--- src/rtl/ofs_exec_pkg.sv ---
// Shared opcode type for the offset-compensating execute unit.
// Assumes a 4-bit opcode field. Codes not listed are undefined.
package ofs_exec_pkg;
    typedef enum logic [3:0] {
        OP_ADD = 4'd0,
        OP_SUB = 4'd1,
        OP_MUL = 4'd2,
        OP_DIV = 4'd3,
        OP_XOR = 4'd4,
        OP_MOV = 4'd5,
        OP_BEQ = 4'd8,
        OP_BNE = 4'd9,
        OP_BLT = 4'd10,
        OP_BGT = 4'd11,
        OP_BLE = 4'd12,
        OP_BGE = 4'd13,
        OP_JMP = 4'd14
    } op_e;
endpackage

--- src/rtl/ofs_arith.sv ---
// Combinational arithmetic for offset-compensated operations.
// Assumes the operands are plain two's complement words. Non-arithmetic opcodes give 0.
module ofs_arith
    import ofs_exec_pkg::*;
#(
    parameter int W = 32
) (
    input  op_e          op,
    input  logic [W-1:0] a,
    input  logic [W-1:0] b,
    input  logic [W-1:0] k0,
    input  logic [W-1:0] k1,
    input  logic [W-1:0] k2,
    output logic [W-1:0] res,
    output logic         dz
);
    localparam logic [W-1:0] ALL_ONES = '1;

    logic [W-1:0]        ea;
    logic [W-1:0]        eb;
    logic signed [W-1:0] quot;

    // Remove operand offsets, apply the operation, add the result offset.
    always_comb begin
        ea   = a - k1;
        eb   = b - k2;
        quot = '0;
        dz   = 1'b0;
        res  = '0;
        case (op)
            OP_ADD: res = a + b + k0;
            OP_SUB: res = a - b + k0;
            OP_MUL: res = (ea * eb) + k0;
            OP_XOR: res = (ea ^ eb) + k0;
            OP_MOV: res = a;
            OP_DIV: begin
                if (eb == '0) begin
                    dz  = 1'b1;
                    res = k0 + ALL_ONES;
                end else if (eb == ALL_ONES) begin
                    res = (0 - ea) + k0;
                end else begin
                    quot = $signed(ea) / $signed(eb);
                    res  = quot + k0;
                end
            end
            default: res = '0;
        endcase
    end
endmodule

--- src/rtl/ofs_branch.sv ---
// Branch decision: compares a against b + k (after wrap) and gives the skip distance.
// Assumes the ordered compares are signed. Non-branch opcodes are never taken.
module ofs_branch
    import ofs_exec_pkg::*;
#(
    parameter int W  = 32,
    parameter int SW = 8
) (
    input  op_e           op,
    input  logic [W-1:0]  a,
    input  logic [W-1:0]  b,
    input  logic [W-1:0]  k,
    input  logic [SW-1:0] skip_in,
    output logic          taken,
    output logic [SW-1:0] skip_out
);
    logic [W-1:0] bound;

    // Evaluate the branch condition against the offset bound.
    always_comb begin
        bound = b + k;
        case (op)
            OP_BEQ:  taken = (a == bound);
            OP_BNE:  taken = (a != bound);
            OP_BLT:  taken = ($signed(a) <  $signed(bound));
            OP_BGT:  taken = ($signed(a) >  $signed(bound));
            OP_BLE:  taken = ($signed(a) <= $signed(bound));
            OP_BGE:  taken = ($signed(a) >= $signed(bound));
            OP_JMP:  taken = 1'b1;
            default: taken = 1'b0;
        endcase
        skip_out = taken ? skip_in : '0;
    end
endmodule

--- src/rtl/ofs_exec_unit.sv ---
// Execute stage with offset-compensated arithmetic and skip-style branches.
// One instruction per cycle. Outputs are registered one cycle after in_valid.
// Assumes the operands are already decrypted. Reset is synchronous and active low.
module ofs_exec_unit
    import ofs_exec_pkg::*;
#(
    parameter int DATA_W = 32,
    parameter int SKIP_W = 8
) (
    input  logic              clk,
    input  logic              rst_n,
    input  logic              in_valid,
    input  logic [3:0]        opcode,
    input  logic [DATA_W-1:0] opa,
    input  logic [DATA_W-1:0] opb,
    input  logic [DATA_W-1:0] k0,
    input  logic [DATA_W-1:0] k1,
    input  logic [DATA_W-1:0] k2,
    input  logic [SKIP_W-1:0] skip_in,
    output logic              out_valid,
    output logic [DATA_W-1:0] result,
    output logic              taken,
    output logic [SKIP_W-1:0] skip_out,
    output logic              div_zero
);
    localparam logic [DATA_W-1:0] ALL_ONES = '1;

    op_e               op;
    logic [DATA_W-1:0] a_res;
    logic              a_dz;
    logic              b_tk;
    logic [SKIP_W-1:0] b_skip;

    assign op = op_e'(opcode);

    ofs_arith #(.W(DATA_W)) u_arith (
        .op (op),
        .a  (opa),
        .b  (opb),
        .k0 (k0),
        .k1 (k1),
        .k2 (k2),
        .res(a_res),
        .dz (a_dz)
    );

    ofs_branch #(.W(DATA_W), .SW(SKIP_W)) u_branch (
        .op      (op),
        .a       (opa),
        .b       (opb),
        .k       (k0),
        .skip_in (skip_in),
        .taken   (b_tk),
        .skip_out(b_skip)
    );

    // Output register: capture the outcome of an accepted instruction.
    always_ff @(posedge clk) begin
        if (!rst_n) begin
            out_valid <= 1'b0;
            result    <= '0;
            taken     <= 1'b0;
            skip_out  <= '0;
            div_zero  <= 1'b0;
        end else begin
            out_valid <= in_valid;
            if (in_valid) begin
                result   <= a_res;
                taken    <= b_tk;
                skip_out <= b_skip;
                div_zero <= a_dz;
            end
        end
    end

    assert_valid_follows_R9: assert property (@(posedge clk) disable iff (!rst_n)
        in_valid |=> out_valid);
    assert_valid_drops_R9: assert property (@(posedge clk) disable iff (!rst_n)
        !in_valid |=> !out_valid);
    assert_hold_R9: assert property (@(posedge clk) disable iff (!rst_n)
        !in_valid |=> $stable(result) && $stable(taken));
    assert_add_R2: assert property (@(posedge clk) disable iff (!rst_n)
        (in_valid && opcode == 4'd0) |=> result == $past(opa + opb + k0));
    assert_divzero_value_R6: assert property (@(posedge clk) disable iff (!rst_n)
        (out_valid && div_zero) |-> result == $past(k0) + ALL_ONES);
    assert_divzero_only_div_R6: assert property (@(posedge clk) disable iff (!rst_n)
        (out_valid && div_zero) |-> $past(opcode) == 4'd3);
    assert_not_taken_skip_R7: assert property (@(posedge clk) disable iff (!rst_n)
        (out_valid && !taken) |-> skip_out == '0);
    assert_jump_R8: assert property (@(posedge clk) disable iff (!rst_n)
        (in_valid && opcode == 4'd14) |=> taken && skip_out == $past(skip_in));
endmodule

--- config.mk ---
export PLATFORM = sky130hd
export DESIGN_NAME = ofs_exec_unit
export DESIGN_NICKNAME = d
export VERILOG_FILES = /design/src/rtl/ofs_exec_pkg.sv /design/src/rtl/ofs_arith.sv /design/src/rtl/ofs_branch.sv /design/src/rtl/ofs_exec_unit.sv
export SDC_FILE = /design/constraint.sdc
export NUM_CORES = 2
export LEC_CHECK = 0
export BUFFER_PORTS_ARGS = -buffer_cell sky130_fd_sc_hd__buf_2
export CAP_MARGIN = 15
export CORE_MARGIN = 4
export CORE_UTILIZATION = 35
export DETAILED_ROUTE_END_ITERATION = 7
export GPL_TIMING_DRIVEN = 0
export HOLD_SLACK_MARGIN = 0.03
export PLACE_DENSITY_LB_ADDON = 0.25
export SETUP_SLACK_MARGIN = 0.05
export SYNTH_ARGS = -nofsm -noshare
export SYNTH_HDL_FRONTEND = slang
export SYNTH_HIERARCHICAL = 1
export SYNTH_SLANG_ARGS = --single-unit
--- constraint.sdc ---
create_clock -name clk -period 141.8 [get_ports clk]
set_clock_uncertainty 0.05 [all_clocks]
set_input_delay 0 -clock clk [delete_from_list [all_inputs] [get_ports clk]]
set_output_delay 0 -clock clk [all_outputs]
set_load 0.01 [all_outputs]
==> flow_metrics.env <==
export IMPL_multi_input_area_sq_um=59800
export IMPL_path_max_fanout=10
export IMPL_hold_class="input port to flip-flop"
export IMPL_cts_sinks=43
export IMPL_cts_setup_buffers=0
export IMPL_root_buffer="clkbuf_16"
export IMPL_num_rows=158
export IMPL_ys_seq_area_share_pct=1.31
export IMPL_synth_seq_cells=43
export IMPL_period_share_pct=92.7
export IMPL_gr_total_overflow=0
export IMPL_maxCapViolCount=0
export IMPL_critPathArrivalTime_ns=131.54
export IMPL_final_nets=11000
export IMPL_dr_pass1_iters=8
export IMPL_die_area_sq_um=194000
export IMPL_drive_above_1_share_pct=6.42
export IMPL_crit_family="compound AO/OA/AOI/OAI gates"
export IMPL_maxSlewHeadroom_pct=14.2
export IMPL_grt_pass1_wl_mm=465
export IMPL_syn2layout_area_growth_pct=8.43
export IMPL_synth_top_area_cell="ha_1"
export IMPL_gp_congestion=1.02
export IMPL_finalMaxSlewViolations=0
export IMPL_port_buffer_count=216
export IMPL_timing_final_crit_period_ns=131.40
export IMPL_netlist_area_sq_um=65500
export IMPL_cts_path_max_buffers=2
export IMPL_route_detailed_drc=0
export IMPL_setup_viol=0
export IMPL_start_kind="input port"
export IMPL_placedCellCount=11800
export IMPL_cp_required_ns=141.94
export IMPL_h_tree_depth=2
export IMPL_synthTopCellsByArea="ha_1 (18%), fa_1 (15%), inv_1 (5.9%)"
export IMPL_ios=218
export IMPL_postSynthCellCount=9063
export IMPL_cp_end_kind="flip-flop"
export IMPL_antenna_found_initial=12
export IMPL_avgSynthCellArea_sq_um=7.23
export IMPL_tightest_slew_ns=1.29
export IMPL_synth_top_area_share_pct=18.2
export IMPL_cts_buffers=5
export IMPL_cts_reportedPaths_clkPinSlew_ns=0.06
export IMPL_synth_edf_count=0
export IMPL_cts_tree="yes"
export IMPL_dpl_hpwl_mm=278
export IMPL_cpMaxStageDelayCell="nor4_1"
export IMPL_synth_top_flop_cell="dfxtp_1"
export IMPL_critPathMaxStageDelay_ns=1.11
export IMPL_seq_area_sq_um=861
export IMPL_max_freq_mhz=7.61
export IMPL_path_class="input port to flip-flop"
export IMPL_initial_core_util_pct=35.3
export IMPL_async_flop_share_pct=0
export IMPL_synth_nets=10700
export IMPL_cts_resized=0
export IMPL_rsz0062_at_grt="no"
export IMPL_wl_per_cell_um=27.6
export IMPL_final_hold_violation_count=0
export IMPL_cp_num_buf_inv=58
export IMPL_die_w_um=441
export IMPL_cpMostUsedCell="o21a_1"
export IMPL_drt_iter0_drc=7175
export IMPL_grt_max_degree=38
export IMPL_grt_usage_pct=32.3
export IMPL_routed_wl_mm=327
export IMPL_status="finished, final reports clean"
export IMPL_vias=71000
export IMPL_yosys_warnings=6
export IMPL_synth_cell_types=115
export IMPL_fin_cells=11800
export IMPL_fin_tns_setup_ns=0
export IMPL_die_h_um=441
export IMPL_grt_pass1_vias=67800
export IMPL_clock_latency_ns=0.29
export IMPL_core_area_sq_um=186000
export IMPL_nFillCells=19900
export IMPL_final_antenna_net_count=0
export IMPL_viasPerCell=6.00
[cell type report]
type	count	share of cell area, %
multi-input cells	7679	84.1
inverters	1044	5.51
well taps	2480	4.37
repair buffers	285	2.76
plain buffers	297	1.79
flip-flops and latches	43	1.21
clock buffers	7	0.215
diodes	5	0.0176
clock inverters	1	0.0106
[cells in the mapped netlist, drive strengths merged (96+ instances only)]
master and n:
ha 953, xnor2 440, nor3 315, nor2b 146, a31oi 124, a21o 231, o21a 226, xor2 226
nand2 1013, inv 1036, o21ai 444, clkbuf 224, a21oi 569, or3 96, nor2 790, nand3 188
fa 507
[tightest hold or removal path, delay by kind of cell]
family / cells / cell delay (ns)
AND/OR/NAND/NOR: 2 / 0.20
multiplexers: 1 / 0.07
buffers and inverters: 1 / 0.08
[worst paths after layout]
kind | slack (ns) | start | endpoint | cells after the start
worst max-delay path | 10.40 | opb[0] | result[30] | 457
worst min-delay path | 0.04 | skip_in[5] | skip_out[5] | 4
worst max register to register | 140.58 | skip_out[7] | skip_out[7] | 3
worst min register to register | 0.46 | skip_out[5] | skip_out[5] | 2
[layer usage]
layer  vias up  wire [um]  GRT usage, %
met2      3446     144000          51.9
met5         -         55             0
met1     34500     132000          41.3
li1      32300          -             -
met4         8      23700          18.8
met3       748      26900          4.66
[logic make-up after synthesis]
group | after synthesis | share of synthesized area, %
AO/OA/AOI/OAI | 2307 | 23.4
XOR/XNOR | 666 | 8.95
adder cells (fa/ha/maj) | 1462 | 33.7
buffers and inverters | 1341 | 7.92
flip-flops | 43 | 1.31
multiplexers | 150 | 2.46
AND/OR/NAND/NOR | 3094 | 22.2
[flip-flops by register name (all words and copies together) (netlist names)]
| register | cells |
|---|---|
| skip_out | 8 |
| div_zero | 1 |
| result | 32 |
| out_valid | 1 |
| taken | 1 |
[cell usage in the layout (no fill, tap or decap), drive strengths merged, types with 81 or more instances in the layout]
master and n:
a21oi 569, nand4 81, xnor2 440, xor2 226
nor2b 146, nand2b 88, o21a 226, nor2 790
inv 1036, nand3 188, clkbuf 233, o21ai 444
buf 353, ha 953, a31oi 124, mux2i 82
a21o 231, nor3 315, or3 96, fa 507
nand2 1013
[what timing repair did]
item                                    4_1_cts  5_1_grt
endpoints found under the setup margin        0        0
hold endpoints to repair                      3        0
hold buffers                                  3        0
[through the flow]
stage                     hold WS [ns]  setup slack (ns)  util [%]  cell area (sq um)
final                           0.0442             10.40      38.2              71100
after floorplan                 0.0782             48.41         -              65500
after global placement           0.271              6.29      37.5              69700
after CTS                       0.0452             12.49      38.2              71000
after global routing            0.0791              3.54      38.2              71000
after detailed placement         0.269             12.53      38.1              70800
Power is not shown: default switching activity piles up to over one toggle a cycle in this logic, so the estimate is an artifact.
